File: src/rtl/alu16_pkg.sv
package alu16_pkg;
  localparam int FUNC_W = 3;

  typedef enum logic [FUNC_W-1:0] {
    FN_ADD   = 3'b000,
    FN_SUB   = 3'b001,
    FN_AND   = 3'b010,
    FN_OR    = 3'b011,
    FN_XOR   = 3'b100,
    FN_PASSB = 3'b101
  } alu_fn_e;

  // true for codes whose carry comes from the adder
  function automatic logic fn_is_arith(input logic [FUNC_W-1:0] f);
    return (f == FN_ADD) || (f == FN_SUB);
  endfunction

  // subtract inverts the bus operand in every slice
  function automatic logic fn_inverts_bus(input logic [FUNC_W-1:0] f);
    return f == FN_SUB;
  endfunction

  // single-bit logic result, depends only on the two bits at one position
  function automatic logic bit_logic(input logic [FUNC_W-1:0] f,
                                     input logic a, input logic b);
    case (f)
      FN_AND:   return a & b;
      FN_OR:    return a | b;
      FN_XOR:   return a ^ b;
      FN_PASSB: return b;
      default:  return 1'b0;
    endcase
  endfunction
endpackage

File: src/rtl/alu_chain_entry.sv
module alu_chain_entry
  import alu16_pkg::*;
(
  input  logic [FUNC_W-1:0] func,
  input  logic              ext_cin,
  output logic              chain_cin
);
  // subtract needs the +1 of two's complement at the bottom of the chain
  assign chain_cin = fn_inverts_bus(func) ? 1'b1 : ext_cin;
endmodule

File: src/rtl/alu_slice.sv
module alu_slice
  import alu16_pkg::*;
#(
  parameter int W = 4
) (
  input  logic [W-1:0]      acc,
  input  logic [W-1:0]      bus,
  input  logic [FUNC_W-1:0] func,
  input  logic              cin,
  output logic [W-1:0]      res,
  output logic              cout,
  output logic              nib_zero
);
  logic [W-1:0] bus_eff;
  logic [W:0]   sum;
  logic [W-1:0] logic_res;

  assign bus_eff = fn_inverts_bus(func) ? ~bus : bus;
  assign sum     = {1'b0, acc} + {1'b0, bus_eff} + {{W{1'b0}}, cin};

  for (genvar i = 0; i < W; i++) begin : g_bit
    assign logic_res[i] = bit_logic(func, acc[i], bus[i]);
  end

  always_comb begin
    if (fn_is_arith(func)) begin
      res  = sum[W-1:0];
      cout = sum[W];
    end else begin
      res  = logic_res;
      cout = cin;
    end
  end

  assign nib_zero = ~|res;
endmodule

File: src/rtl/alu_zero_tree.sv
module alu_zero_tree #(
  parameter int N = 4
) (
  input  logic [N-1:0] part_zero,
  output logic         all_zero
);
  assign all_zero = &part_zero;
endmodule

File: src/rtl/alu16_sliced.sv
module alu16_sliced
  import alu16_pkg::*;
#(
  parameter int SLICE_W    = 4,
  parameter int NUM_SLICES = 4,
  localparam int DW        = SLICE_W * NUM_SLICES
) (
  input  logic [DW-1:0]     i_acc,
  input  logic [DW-1:0]     i_bus,
  input  logic [FUNC_W-1:0] i_func,
  input  logic              i_carry,
  output logic [DW-1:0]     o_result,
  output logic              o_carry,
  output logic              o_zero
);
  // carry_chain[k] enters slice k; carry_chain[NUM_SLICES] leaves the top
  logic [NUM_SLICES:0]   carry_chain;
  logic [NUM_SLICES-1:0] slice_zero;

  alu_chain_entry u_entry (
    .func      (i_func),
    .ext_cin   (i_carry),
    .chain_cin (carry_chain[0])
  );

  for (genvar k = 0; k < NUM_SLICES; k++) begin : g_slice
    alu_slice #(.W(SLICE_W)) u_slice (
      .acc      (i_acc[k*SLICE_W +: SLICE_W]),
      .bus      (i_bus[k*SLICE_W +: SLICE_W]),
      .func     (i_func),
      .cin      (carry_chain[k]),
      .res      (o_result[k*SLICE_W +: SLICE_W]),
      .cout     (carry_chain[k+1]),
      .nib_zero (slice_zero[k])
    );
  end

  alu_zero_tree #(.N(NUM_SLICES)) u_zero (
    .part_zero (slice_zero),
    .all_zero  (o_zero)
  );

  assign o_carry = carry_chain[NUM_SLICES];
endmodule

File: config.mk
export PLATFORM = sky130hd
export DESIGN_NAME = alu16_sliced
export DESIGN_NICKNAME = d
export VERILOG_FILES = /design/src/rtl/alu16_pkg.sv /design/src/rtl/alu_chain_entry.sv /design/src/rtl/alu_slice.sv /design/src/rtl/alu_zero_tree.sv /design/src/rtl/alu16_sliced.sv
export SDC_FILE = /design/constraint.sdc
export NUM_CORES = 1
export LEC_CHECK = 0
export ABC_AREA = 1
export BUFFER_PORTS_ARGS = -buffer_cell sky130_fd_sc_hd__buf_2
export CORE_UTILIZATION = 40
export DETAILED_ROUTE_END_ITERATION = 10
export GPL_ROUTABILITY_DRIVEN = 0
export PLACE_DENSITY = 0.62
export SETUP_SLACK_MARGIN = 0.4
export SKIP_LAST_GASP = 1
export SLEW_MARGIN = 0
export SYNTH_ARGS = -nofsm -noshare
export SYNTH_HDL_FRONTEND = slang
export SYNTH_SLANG_ARGS = --single-unit
File: constraint.sdc
create_clock -name vclk -period 7.9
set_input_delay 0.395 -clock vclk [all_inputs]
set_output_delay 0.395 -clock vclk [all_outputs]
set_load 0.05 [all_outputs]
Word-level counts from Yosys, hierarchy flattened
Index checks and enable logic that the tools add are counted.
- register bits after elaboration: 0
- input port bits: 36
- output and inout port bits: 18
- add/sub/neg operators: 8
- equal/unequal tests: 5
- multiplexer cells: 29
- bitwise operators: 52
- reduce and logical (&&, ||, !) cells: 11
- operator list (cell ; number):
    $pmux 1 s4 ; 16
    $mux 4 ; 8
    $add 4x4->5 ; 4
    $add 5x1->5 ; 4
    $and 1x1->1 ; 16
    $not 4->4 ; 4
    $or 1x1->1 ; 16
    $reduce_or 4->1 ; 4
    $xor 1x1->1 ; 16
    $eq 3x2->1 const B ; 2
    $eq 3x3->1 const B ; 2
    $mux 1 ; 5
    $logic_not 1->1 ; 4
    $reduce_and 4->1 ; 1
    $eq 3x1->1 const B ; 1
    $logic_not 3->1 ; 1
    $logic_or 1x1->1 ; 1

Logic depth before layout (Yosys ltp)
Gate-level depths: netlist of the first run.
- depth in word-level cells: 14
- gate-level depth with buffers: 37

By module
A second synthesis of the first run with hierarchy kept.
- cell total of the unflattened synthesis: 396
- area, all modules: 2373.5 µm²
- modules (own cells, without submodules) (module ; times used ; cells each ; area an instance (µm²) ; sequential area each (µm²)):
    alu_slice ; 4 ; 97 ; 585.6 ; 0.0
    alu_chain_entry ; 1 ; 5 ; 20.0 ; 0.0
    alu_zero_tree ; 1 ; 3 ; 11.3 ; 0.0

Worst setup path after synthesis of the first run
No wires, ideal clock.
- kind: input to output
- from: input port i_func[2]
- to: output port o_zero
- arrival: 6.408 ns
- required time: 7.505 ns
- setup slack: 1.097 ns
- stages on the path: 35
- buffers on the path: 2
- cell sequence: buf_4 > inv_2 > nand2_4 > buf_2 > xor2_1 > fa_1 > fa_1 > or2_2 > a21oi_1 > o21ai_0 > nand2_1 > fa_1 > inv_1 > fa_1 > or2_2 > a21oi_1 > o21ai_0 > nand2_1 > fa_1 > inv_1 > fa_1 > inv_1 > a21oi_1 > o21bai_1 > a21oi_1 > fa_1 > inv_1 > fa_1 > inv_1 > nor2_1 > nor2_1 > nand2_1 > nor2_1 > nand2_1 > nor2_1
- cells in the longest elaborated chain, start to end: 14
- elaborated cells between the ends (all ways): 52
- classes of those cells: add/sub (8); eq/ne (5); mux (28); reduce/logical (11)
- RTL lines (element ; RTL line ; text):
    from (decl) ; alu16_sliced.sv:10 ; input logic [FUNC_W-1:0] i_func,
    $eq 3x1->1 ; alu16_pkg.sv:15, alu16_pkg.sv:20 ;
    $mux 4 ; alu_slice.sv:18 ; assign bus_eff = fn_inverts_bus(func) ? ~bus : bus;
    $add 4x4->5 ; alu_slice.sv:19 ; assign sum = {1'b0, acc} + {1'b0, bus_eff} + {{W{1'b0}}, cin};
    $add 5x1->5 ; alu_slice.sv:19 ;
    $mux 1 ; alu_slice.sv:26 ; if (fn_is_arith(func)) begin
    $add 5x1->5 ; alu_slice.sv:19 ;
    $mux 1 ; alu_slice.sv:26 ;
    $add 5x1->5 ; alu_slice.sv:19 ;
    $mux 1 ; alu_slice.sv:26 ;
    $add 5x1->5 ; alu_slice.sv:19 ;
    $mux 4 ; alu_slice.sv:26 ;
    $reduce_or 4->1 ; alu_slice.sv:35 ; assign nib_zero = ~|res;
    $logic_not 1->1 ; alu_slice.sv:35 ;
    $reduce_and 4->1 (*) ; alu_zero_tree.sv:7 ; assign all_zero = &part_zero;
    to (decl) ; alu16_sliced.sv:14 ; output logic o_zero
Mark *: on every way between the ends. The rest lies on a longest branch, timed or not.

Worst setup path in the final report of the first run
Ends and elaborated chain as after synthesis.

==> impl_metrics.sql, run 1 <==
INSERT INTO impl_metrics (metric_group, metric, value, unit) VALUES
('outcome', 'run_status', 'completed', ''),
('finish', 'drive_above_1_share', '0.156', ''),
('clock_tree', 'post_cts.resized_instances', '0', ''),
('power', 'power.density', '80.1', 'mW/mm^2'),
('run', 'max_cap_violations', '0', ''),
('synth', 'synth.cell_area', '0.00213', 'mm^2'),
('synth', 'synth_cells', '371', ''),
('routing', 'detailroute.via_count', '2243', ''),
('synth', 'synthDominantCellAreaShare', '0.259', ''),
('sta', 'timing.slew.headroom', '0.378', ''),
('global_route', 'grtUsageTotal', '0.203', ''),
('routing', 'wl_cell', '11.0', 'um'),
('global_route', 'grt_pass1_vias', '2016', ''),
('die', 'die_w', '75.0', 'um'),
('sta', 'final_worst_hold_slack', '1.40', 'ns'),
('synth', 'synthesis.nets', '459', ''),
('finish', 'layout.area.seq', '0', 'um^2'),
('global_route', 'grt_max_degree', '26', ''),
('finish', 'final.fill_count', '568', ''),
('clock_tree', 'postCtsHoldBufs', '0', ''),
('placed_design', 'numPortBuffers', '54', ''),
('finish', 'instances_no_fill', '488', ''),
('synth', 'synth_top_area_cell', 'sky130_fd_sc_hd__ha_1', ''),
('global_route', 'number_of_antenna_violations_at_the_first_check_in_global_routing', '0', ''),
('finish', 'finish.utilization', '0.480', ''),
('hold_path', 'whs_path_depth', '5', ''),
('setup_path', 'critical_path.endpoint_type', 'output pin', ''),
('sta', 'report.final.slew_viol_count', '0', ''),
('setup_path', 'start_kind', 'input port', ''),
('sta', 'setup_viol_count_final', '0', ''),
('sta', 'hold_viol_final', '0', ''),
('synth', 'synth.yosys.warnings', '0', ''),
('global_route', 'globalRoute.totalOverflow', '0', ''),
('die', 'placement_rows', '26', ''),
('placed_design', 'placedCellCount', '488', ''),
('power', 'p_leak', '1.63', 'nW'),
('finish', 'flow.area_growth_from_synthesis', '15.2', '%'),
('power', 'fin_total_pwr', '0.000196', 'W'),
('routing', 'remaining_drc_errors', '0', ''),
('routing', 'route.detailed.vias_per_inst', '4.60', ''),
('synth', 'synth.yosys.seq_area_share', '0', ''),
('die', 'dieArea', '0.00562', 'mm^2'),
('sta', 'period_needed', '6.93', 'ns'),
('clock_tree', 'post-cts-setup-buffers', '0', ''),
('synth', 'ys_types', '23', ''),
('routing', 'route.final.wire_length', '5390', 'um'),
('finish', 'n_clock_buffer', '0', ''),
('die', 'initial_utilization', '0.417', ''),
('synth', 'post_synth_main_area_contributors', 'sky130_fd_sc_hd__ha_1, sky130_fd_sc_hd__inv_1, sky130_fd_sc_hd__nand2_1', ''),
('sta', 'fin_crit_sh', '0.877', ''),
('die', 'core', '0.00511', 'mm^2'),
('finish', 'numSequentialCells', '0', ''),
('sta', 'rsz_0062_raised_after_global_routing', 'no', ''),
('synth', 'yosysMostFrequentCell', 'sky130_fd_sc_hd__inv_1', ''),
('synth', 'syn-mean-instance-area', '5.74', 'um^2'),
('routing', 'drtAntennaViolNets', '0', ''),
('hold_path', 'hold_path.class', 'in2out', ''),
('power', 'vdd.ir_drop.worst', '0.0639', 'mV'),
('synth', 'synth.top_cells.by_count', 'sky130_fd_sc_hd__inv_1, sky130_fd_sc_hd__nand2_1, sky130_fd_sc_hd__nor2_1', ''),
('die', 'pin_count', '54', ''),
('routing', 'dr.pass1.iters', '4', ''),
('hold_path', 'min_to', 'o_carry', ''),
('setup_path', 'worstPathArrival', '6.53', 'ns'),
('setup_path', 'crit_fanout', '25', ''),
('setup_path', 'worst-setup-path-type', 'in2out', ''),
('sta', 'max_slew.worst_pin.slew', '0.930', 'ns'),
('finish', 'diodes', '0', ''),
('sta', 'fmaxAchievable', '144', 'MHz'),
('setup_path', 'cpMaxStageDelayCell', 'sky130_fd_sc_hd__fa_1', ''),
('sta', 'final.setup.tns', '0', 'ns'),
('global_route', 'grt_first_pass_wirelength', '8940', 'um'),
('setup_path', 'critPathMostFrequentCell', 'sky130_fd_sc_hd__fa_1', ''),
('hold_path', 'holdCritStartpoint', 'i_acc[15]', ''),
('routing', 'drt_first_iter_violations', '89', ''),
('setup_path', 'max_stage_delay', '0.41', 'ns'),
('die', 'die-height', '75.0', 'um'),
('finish', 'fin_nets', '508', ''),
('placed_design', 'hpwl', '4390', 'um'),
('setup_path', 'critical_path_data_required_time', '7.51', 'ns');
-- power breakdown --
part | total, W | leakage, nW | switching, W | internal (W)
registers | 0 | 0 | 0 | 0
clock network | 0 | 0 | 0 | 0
logic | 0.000196 | 1.63 | 0.000135 | 0.0000617
-- area by class of cell --
| cell class | count | area [um^2] | share of cell area |
|---|---|---|---|
| inverter | 90 | 338 | 0.138 |
| multi-input combinational | 273 | 1750 | 0.712 |
| tap | 70 | 87.6 | 0.0357 |
| timing repair buffer | 55 | 280 | 0.114 |
-- metal layers --
layer  track usage  wire, um  vias up
met5             0         0        -
met4       0.00839        23        0
met1         0.288      2680      986
li1              -         -     1207
met2         0.365      2500       48
met3             0       193        2
-- worst max-delay path by stage --
stage | to | startpoint
after floorplan | o_zero | i_func[2]
after global placement | o_zero | i_func[2]
after detailed placement | o_zero | i_func[2]
after CTS | o_zero | i_func[2]
after global routing | o_zero | i_func[2]
final | o_zero | i_func[2]
-- through the flow --
stage	setup slack (ns)	cell area [um^2]
finish	0.974	2450
global placement	0.973	2450
floorplan	1.10	2130
detailed placement	0.856	2450
CTS	0.842	2450
global route	0.435	2450
-- cells by family (layout without fill, tap and decap cells) --
kind of cell             after synthesis  in the layout  share of synthesized area
AND/OR/NAND/NOR                      180            180                      0.358
buffers and inverters                 98            145                      0.179
adder cells (fa/ha/maj)               52             52                      0.334
AO/OA/AOI/OAI                         23             23                     0.0552
XOR/XNOR                              18             18                     0.0740
-- worst max-delay path: cells and delay by family --
kind                       cells  cell delay, ns
xor gates and xnor gates       1            0.13
and+or+nand+nor               11            1.54
adders and majority gates      8            2.73
buffers and inverters          8            1.03
AOI/OAI and AO/OA              7            0.68
-- cells in the final DEF, fill, tap and decap left out --
cell / n
sky130_fd_sc_hd__o21bai_1: 1
sky130_fd_sc_hd__inv_2: 2
sky130_fd_sc_hd__xor2_1: 17
sky130_fd_sc_hd__buf_2: 53
sky130_fd_sc_hd__nand3_1: 32
sky130_fd_sc_hd__inv_1: 88
sky130_fd_sc_hd__nand2_4: 2
sky130_fd_sc_hd__o21ai_0: 9
sky130_fd_sc_hd__nor3_1: 1
sky130_fd_sc_hd__a21oi_1: 13
sky130_fd_sc_hd__xnor2_1: 1
sky130_fd_sc_hd__or2_2: 4
sky130_fd_sc_hd__nand4_1: 3
sky130_fd_sc_hd__nand3_2: 1
sky130_fd_sc_hd__nor2_1: 64
sky130_fd_sc_hd__buf_4: 1
sky130_fd_sc_hd__ha_1: 44
sky130_fd_sc_hd__nor2_2: 1
sky130_fd_sc_hd__nand2_1: 71
sky130_fd_sc_hd__nand3b_1: 1
sky130_fd_sc_hd__clkbuf_4: 1
sky130_fd_sc_hd__fa_1: 8
Note: power is estimated with default switching activity, not from simulation.
==> run 2: changes to the inputs <==
--- a/config.mk
+++ b/config.mk
@@ -6,7 +6,8 @@
 export NUM_CORES = 1
 export LEC_CHECK = 0
 export ABC_AREA = 1
-export BUFFER_PORTS_ARGS = -buffer_cell sky130_fd_sc_hd__buf_2
+export BUFFER_PORTS_ARGS = -buffer_cell sky130_fd_sc_hd__buf_4
+export CORE_MARGIN = 1.5
 export CORE_UTILIZATION = 40
 export DETAILED_ROUTE_END_ITERATION = 10
 export GPL_ROUTABILITY_DRIVEN = 0
==> impl_metrics.sql, run 2 (synthesis gave the netlist of run 1 again) <==
INSERT INTO impl_metrics (metric_group, metric, value, unit) VALUES
('finish', 'n_clock_buffer', '0', ''),
('clock_tree', 'postCtsHoldBufs', '0', ''),
('routing', 'remaining_drc_errors', '0', ''),
('hold_path', 'whs_path_depth', '5', ''),
('finish', 'flow.area_growth_from_synthesis', '21.8', '%'),
('setup_path', 'start_kind', 'input port', ''),
('sta', 'fin_crit_sh', '0.851', ''),
('setup_path', 'critical_path.endpoint_type', 'output pin', ''),
('finish', 'mostFrequentLayoutCell', 'sky130_fd_sc_hd__inv_1', ''),
('finish', 'numSequentialCells', '0', ''),
('setup_path', 'cpMaxStageDelayCell', 'sky130_fd_sc_hd__fa_1', ''),
('finish', 'final.fill_count', '580', ''),
('run', 'max_cap_violations', '0', ''),
('sta', 'max_slew.worst_pin.slew', '0.914', 'ns'),
('placed_design', 'numPortBuffers', '54', ''),
('hold_path', 'holdCritStartpoint', 'i_acc[15]', ''),
('global_route', 'grt_max_degree', '26', ''),
('sta', 'final_worst_hold_slack', '1.33', 'ns'),
('finish', 'commonest_cells_after_routing_fill_and_taps_aside', 'sky130_fd_sc_hd__inv_1, sky130_fd_sc_hd__nand2_1, sky130_fd_sc_hd__nor2_1', ''),
('sta', 'hold_viol_final', '0', ''),
('setup_path', 'max_stage_delay', '0.41', 'ns'),
('sta', 'final.setup.tns', '0', 'ns'),
('die', 'initial_utilization', '0.417', ''),
('finish', 'layout.area.seq', '0', 'um^2'),
('routing', 'drt_first_iter_violations', '87', ''),
('die', 'pin_count', '54', ''),
('hold_path', 'hold_path.class', 'in2out', ''),
('finish', 'fin_nets', '509', ''),
('sta', 'rsz_0062_raised_after_global_routing', 'no', ''),
('routing', 'route.final.wire_length', '5350', 'um'),
('global_route', 'grtUsageTotal', '0.193', ''),
('die', 'placement_rows', '26', ''),
('sta', 'setup_viol_count_final', '0', ''),
('outcome', 'run_status', 'completed', ''),
('hold_path', 'min_to', 'o_carry', ''),
('finish', 'diodes', '0', ''),
('finish', 'finish.utilization', '0.508', ''),
('global_route', 'grt_first_pass_wirelength', '9290', 'um'),
('sta', 'report.final.slew_viol_count', '0', ''),
('clock_tree', 'post-cts-setup-buffers', '0', ''),
('die', 'core', '0.00511', 'mm^2'),
('setup_path', 'worst-setup-path-type', 'in2out', ''),
('finish', 'instances_no_fill', '489', ''),
('routing', 'drtAntennaViolNets', '0', ''),
('power', 'power.density', '80.9', 'mW/mm^2'),
('routing', 'dr.pass1.iters', '5', ''),
('routing', 'detailroute.via_count', '2212', ''),
('power', 'vdd.ir_drop.worst', '0.0490', 'mV'),
('sta', 'period_needed', '6.72', 'ns'),
('finish', 'drive_above_1_share', '0.158', ''),
('sta', 'finalWorstSetupSlack', '1.18', 'ns'),
('clock_tree', 'post_cts.resized_instances', '0', ''),
('global_route', 'number_of_antenna_violations_at_the_first_check_in_global_routing', '0', ''),
('placed_design', 'place_ws', '1.16', 'ns'),
('global_route', 'globalRoute.totalOverflow', '0', ''),
('sta', 'timing.slew.headroom', '0.386', ''),
('power', 'p_leak', '1.68', 'nW'),
('placed_design', 'hpwl', '4460', 'um'),
('routing', 'wl_cell', '10.9', 'um'),
('die', 'die_w', '76.0', 'um'),
('die', 'dieArea', '0.00577', 'mm^2'),
('setup_path', 'critPathMostFrequentCell', 'sky130_fd_sc_hd__fa_1', ''),
('setup_path', 'crit_fanout', '11', ''),
('setup_path', 'worstPathArrival', '6.33', 'ns'),
('setup_path', 'critical_path_data_required_time', '7.51', 'ns'),
('die', 'die-height', '76.0', 'um'),
('routing', 'route.detailed.vias_per_inst', '4.52', ''),
('global_route', 'grt_pass1_vias', '2067', ''),
('placed_design', 'placedCellCount', '489', ''),
('sta', 'fmaxAchievable', '149', 'MHz');
[run 2: worst max-delay path by stage]
stage	from	to	slack (ns)
3_5_place_dp	i_func[0]	o_zero	1.16
4_1_cts	i_func[0]	o_zero	1.16
5_1_grt	i_func[0]	o_zero	0.61
3_3_place_gp	i_func[0]	o_zero	1.27
6_report	i_func[0]	o_zero	1.18
2_1_floorplan	i_func[2]	o_zero	1.10
[run 2: final cells by class]
type	count	area, um^2	share of cell area
multi-input cells	273	1750	0.674
repair buffers	56	420	0.162
inverters	90	338	0.130
well taps	70	87.6	0.0338
[run 2: per-layer routing]
| metal | global-route usage | share of wire |
|---|---|---|
| met4 | 0.0204 | 0.013 |
| met5 | 0 | 0 |
| met3 | 0.00843 | 0.043 |
| met1 | 0.269 | 0.50 |
| met2 | 0.339 | 0.45 |
[run 2: metrics by stage]
stage	total power (W)	area, um^2
floorplan	0.000147	2130
global placement	0.000210	2590
detailed placement	0.000211	2590
CTS	0.000211	2590
global route	0.000236	2590
finish	0.000210	2590
[run 2: where the power goes]
group          switching [W]  total [W]  internal [W]
logic               0.000135   0.000210     0.0000746
clock network              0          0             0
registers                  0          0             0
[run 2: worst max-delay path, delay by kind of cell]
| kind | cells | cell delay, ns |
|---|---|---|
| xor gates and xnor gates | 1 | 0.16 |
| buffers and inverters | 9 | 0.93 |
| and+or+nand+nor | 12 | 1.45 |
| adders and majority gates | 8 | 2.71 |
| AOI/OAI and AO/OA | 7 | 0.68 |
==> run 3: changes to the inputs <==
--- a/config.mk
+++ b/config.mk
@@ -5,13 +5,12 @@
 export SDC_FILE = /design/constraint.sdc
 export NUM_CORES = 1
 export LEC_CHECK = 0
-export ABC_AREA = 1
 export BUFFER_PORTS_ARGS = -buffer_cell sky130_fd_sc_hd__buf_4
 export CORE_MARGIN = 1.5
-export CORE_UTILIZATION = 40
+export CORE_UTILIZATION = 45
 export DETAILED_ROUTE_END_ITERATION = 10
 export GPL_ROUTABILITY_DRIVEN = 0
-export PLACE_DENSITY = 0.62
+export PLACE_DENSITY = 0.7
 export SETUP_SLACK_MARGIN = 0.4
 export SKIP_LAST_GASP = 1
 export SLEW_MARGIN = 0
==> impl_metrics.sql, run 3 <==
INSERT INTO impl_metrics (metric_group, metric, value, unit) VALUES
('synth', 'synth.yosys.warnings', '0', ''),
('global_route', 'grtUsageTotal', '0.203', ''),
('die', 'placement_rows', '24', ''),
('setup_path', 'worstPathArrival', '6.56', 'ns'),
('run', 'max_cap_violations', '0', ''),
('synth', 'synth_top_area_cell', 'sky130_fd_sc_hd__ha_1', ''),
('placed_design', 'place_ws', '0.760', 'ns'),
('sta', 'fmaxAchievable', '144', 'MHz'),
('sta', 'final.setup.tns', '0', 'ns'),
('finish', 'flow.area_growth_from_synthesis', '20.1', '%'),
('power', 'power.density', '87.8', 'mW/mm^2'),
('finish', 'n_clock_buffer', '0', ''),
('sta', 'finalWorstSetupSlack', '0.949', 'ns'),
('routing', 'route.final.wire_length', '4970', 'um'),
('global_route', 'globalRoute.totalOverflow', '0', ''),
('routing', 'drt_first_iter_violations', '67', ''),
('placed_design', 'numPortBuffers', '54', ''),
('power', 'internal_power', '0.0000837', 'W'),
('finish', 'layout.area.seq', '0', 'um^2'),
('sta', 'max_slew.worst_pin.slew', '0.644', 'ns'),
('finish', 'postLayoutCellArea', '0.00241', 'mm^2'),
('synth', 'syn-mean-instance-area', '8.00', 'um^2'),
('setup_path', 'critical_path_buf_inv_count', '7', ''),
('sta', 'hold_viol_final', '0', ''),
('clock_tree', 'postCtsHoldBufs', '0', ''),
('die', 'initial_utilization', '0.464', ''),
('sta', 'period_needed', '6.95', 'ns'),
('sta', 'timing.slew.headroom', '0.570', ''),
('die', 'pin_count', '54', ''),
('setup_path', 'max_stage_delay', '0.43', 'ns'),
('finish', 'mostFrequentLayoutCell', 'sky130_fd_sc_hd__buf_4', ''),
('die', 'core', '0.00432', 'mm^2'),
('synth', 'yosysMostFrequentCell', 'sky130_fd_sc_hd__ha_1', ''),
('synth', 'synthDominantCellAreaShare', '0.274', ''),
('power', 'seqPwrFrac', '0', ''),
('setup_path', 'cpMaxStageDelayCell', 'sky130_fd_sc_hd__fa_1', ''),
('sta', 'fin_crit_sh', '0.880', ''),
('synth', 'synth.cell_area', '0.00201', 'mm^2'),
('setup_path', 'worst-setup-path-type', 'in2out', ''),
('power', 'power.share.combinational', '1.000', ''),
('global_route', 'number_of_antenna_violations_at_the_first_check_in_global_routing', '0', ''),
('finish', 'final.fill_count', '437', ''),
('global_route', 'grt_pass1_vias', '1842', ''),
('synth', 'synth.yosys.seq_area_share', '0', ''),
('power', 'vdd.ir_drop.worst', '0.0573', 'mV'),
('power', 'power.clock.fraction', '0', ''),
('power', 'switching_share', '0.604', ''),
('outcome', 'run_status', 'completed', ''),
('power', 'p_sw', '0.000128', 'W'),
('setup_path', 'critical_path.endpoint_type', 'output pin', ''),
('setup_path', 'kind_of_cell_adding_the_most_delay_to_the_critical_path', 'adder cells', ''),
('synth', 'synth.top_cells.by_count', 'sky130_fd_sc_hd__ha_1, sky130_fd_sc_hd__inv_1, sky130_fd_sc_hd__xnor2_1', ''),
('synth', 'synthesis.nets', '339', ''),
('die', 'dieArea', '0.00487', 'mm^2'),
('finish', 'multiInputGateArea', '0.00176', 'mm^2'),
('routing', 'remaining_drc_errors', '0', ''),
('sta', 'report.final.slew_viol_count', '0', ''),
('finish', 'numSequentialCells', '0', ''),
('finish', 'commonest_cells_after_routing_fill_and_taps_aside', 'sky130_fd_sc_hd__buf_4, sky130_fd_sc_hd__ha_1, sky130_fd_sc_hd__inv_1', ''),
('synth', 'synth_cells', '251', ''),
('routing', 'drtAntennaViolNets', '0', ''),
('sta', 'rsz_0062_raised_after_global_routing', 'no', ''),
('routing', 'route.detailed.vias_per_inst', '5.41', ''),
('finish', 'drive_above_1_share', '0.242', ''),
('synth', 'post_synth_main_area_contributors', 'sky130_fd_sc_hd__ha_1, sky130_fd_sc_hd__xnor2_1, sky130_fd_sc_hd__inv_1', ''),
('sta', 'setup_viol_count_final', '0', ''),
('placed_design', 'placed_area', '0.00240', 'mm^2'),
('routing', 'detailroute.via_count', '1867', ''),
('finish', 'diodes', '0', ''),
('global_route', 'grt_max_degree', '44', ''),
('placed_design', 'hpwl', '4180', 'um'),
('setup_path', 'critPathMostFrequentCell', 'sky130_fd_sc_hd__fa_1', ''),
('routing', 'wl_cell', '14.4', 'um'),
('setup_path', 'crit_fanout', '24', ''),
('synth', 'ys_types', '46', ''),
('hold_path', 'hold_path.class', 'in2out', ''),
('power', 'p_leak', '1.26', 'nW'),
('setup_path', 'critical_path_data_required_time', '7.51', 'ns'),
('routing', 'dr.pass1.iters', '4', ''),
('setup_path', 'start_kind', 'input port', ''),
('die', 'die-height', '69.8', 'um'),
('die', 'die_w', '69.8', 'um'),
('finish', 'fin_nets', '383', ''),
('global_route', 'grt_first_pass_wirelength', '8300', 'um');
[run 3: cell count changes in the layout (fill, tap and decap cells not counted), sizes merged, moves of 7 or more]
cell	before	now
nor2	65	12
inv	90	44
o221ai	0	7
nand3	33	0
xor2	17	5
nand2	73	15
a21o	0	7
mux2i	0	12
xnor2	1	19
[run 3: worst paths after layout]
path                  startpoint          end  slack [ns]  cells past startpoint
worst max-delay path   i_func[2]       o_zero        0.95                     31
worst min-delay path    i_bus[2]  o_result[2]        1.24                      3
[run 3: metal layers]
layer	wire, um	vias up	track usage
li1	-	943	-
met3	172	0	0.00291
met4	0	0	0
met2	2610	36	0.388
met5	0	-	0
met1	2180	888	0.270
[run 3: through the flow]
| stage | utilization | total power (W) | cells | hold slack [ns] |
|---|---|---|---|---|
| after floorplan | - | 0.000151 | 251 | 1.17 |
| after CTS | 0.555 | 0.000213 | 345 | 1.23 |
| final | 0.558 | 0.000212 | 345 | 1.24 |
| after detailed placement | 0.555 | 0.000212 | 345 | 1.23 |
| after global placement | 0.555 | 0.000209 | 345 | 1.24 |
| after global routing | 0.558 | 0.000231 | 345 | 1.28 |
[run 3: power groups by stage]
stage	registers, W	clock network [W]	logic [W]
after floorplan	0	0	0.000151
after global placement	0	0	0.000209
after detailed placement	0	0	0.000212
after CTS	0	0	0.000213
after global routing	0	0	0.000231
final	0	0	0.000212
[run 3: cell families after synthesis]
family / Yosys count / synth area share
compound gates: 55 / 0.204
xor+xnor: 24 / 0.105
fa+ha+maj: 52 / 0.354
buf+inv: 57 / 0.129
mux: 16 / 0.0842
simple gates: 47 / 0.124
[run 3: timing repair]
action / CTS / global route
gates resized for setup: 0 / 3
buffers inserted: 0 / 0
endpoints found under the setup margin: 0 / 1
[run 3: area by class of cell]
cell class / instances / area share
tap: 52 / 0.0270
timing repair buffer: 55 / 0.173
multi-input combinational: 194 / 0.732
inverter: 44 / 0.0685
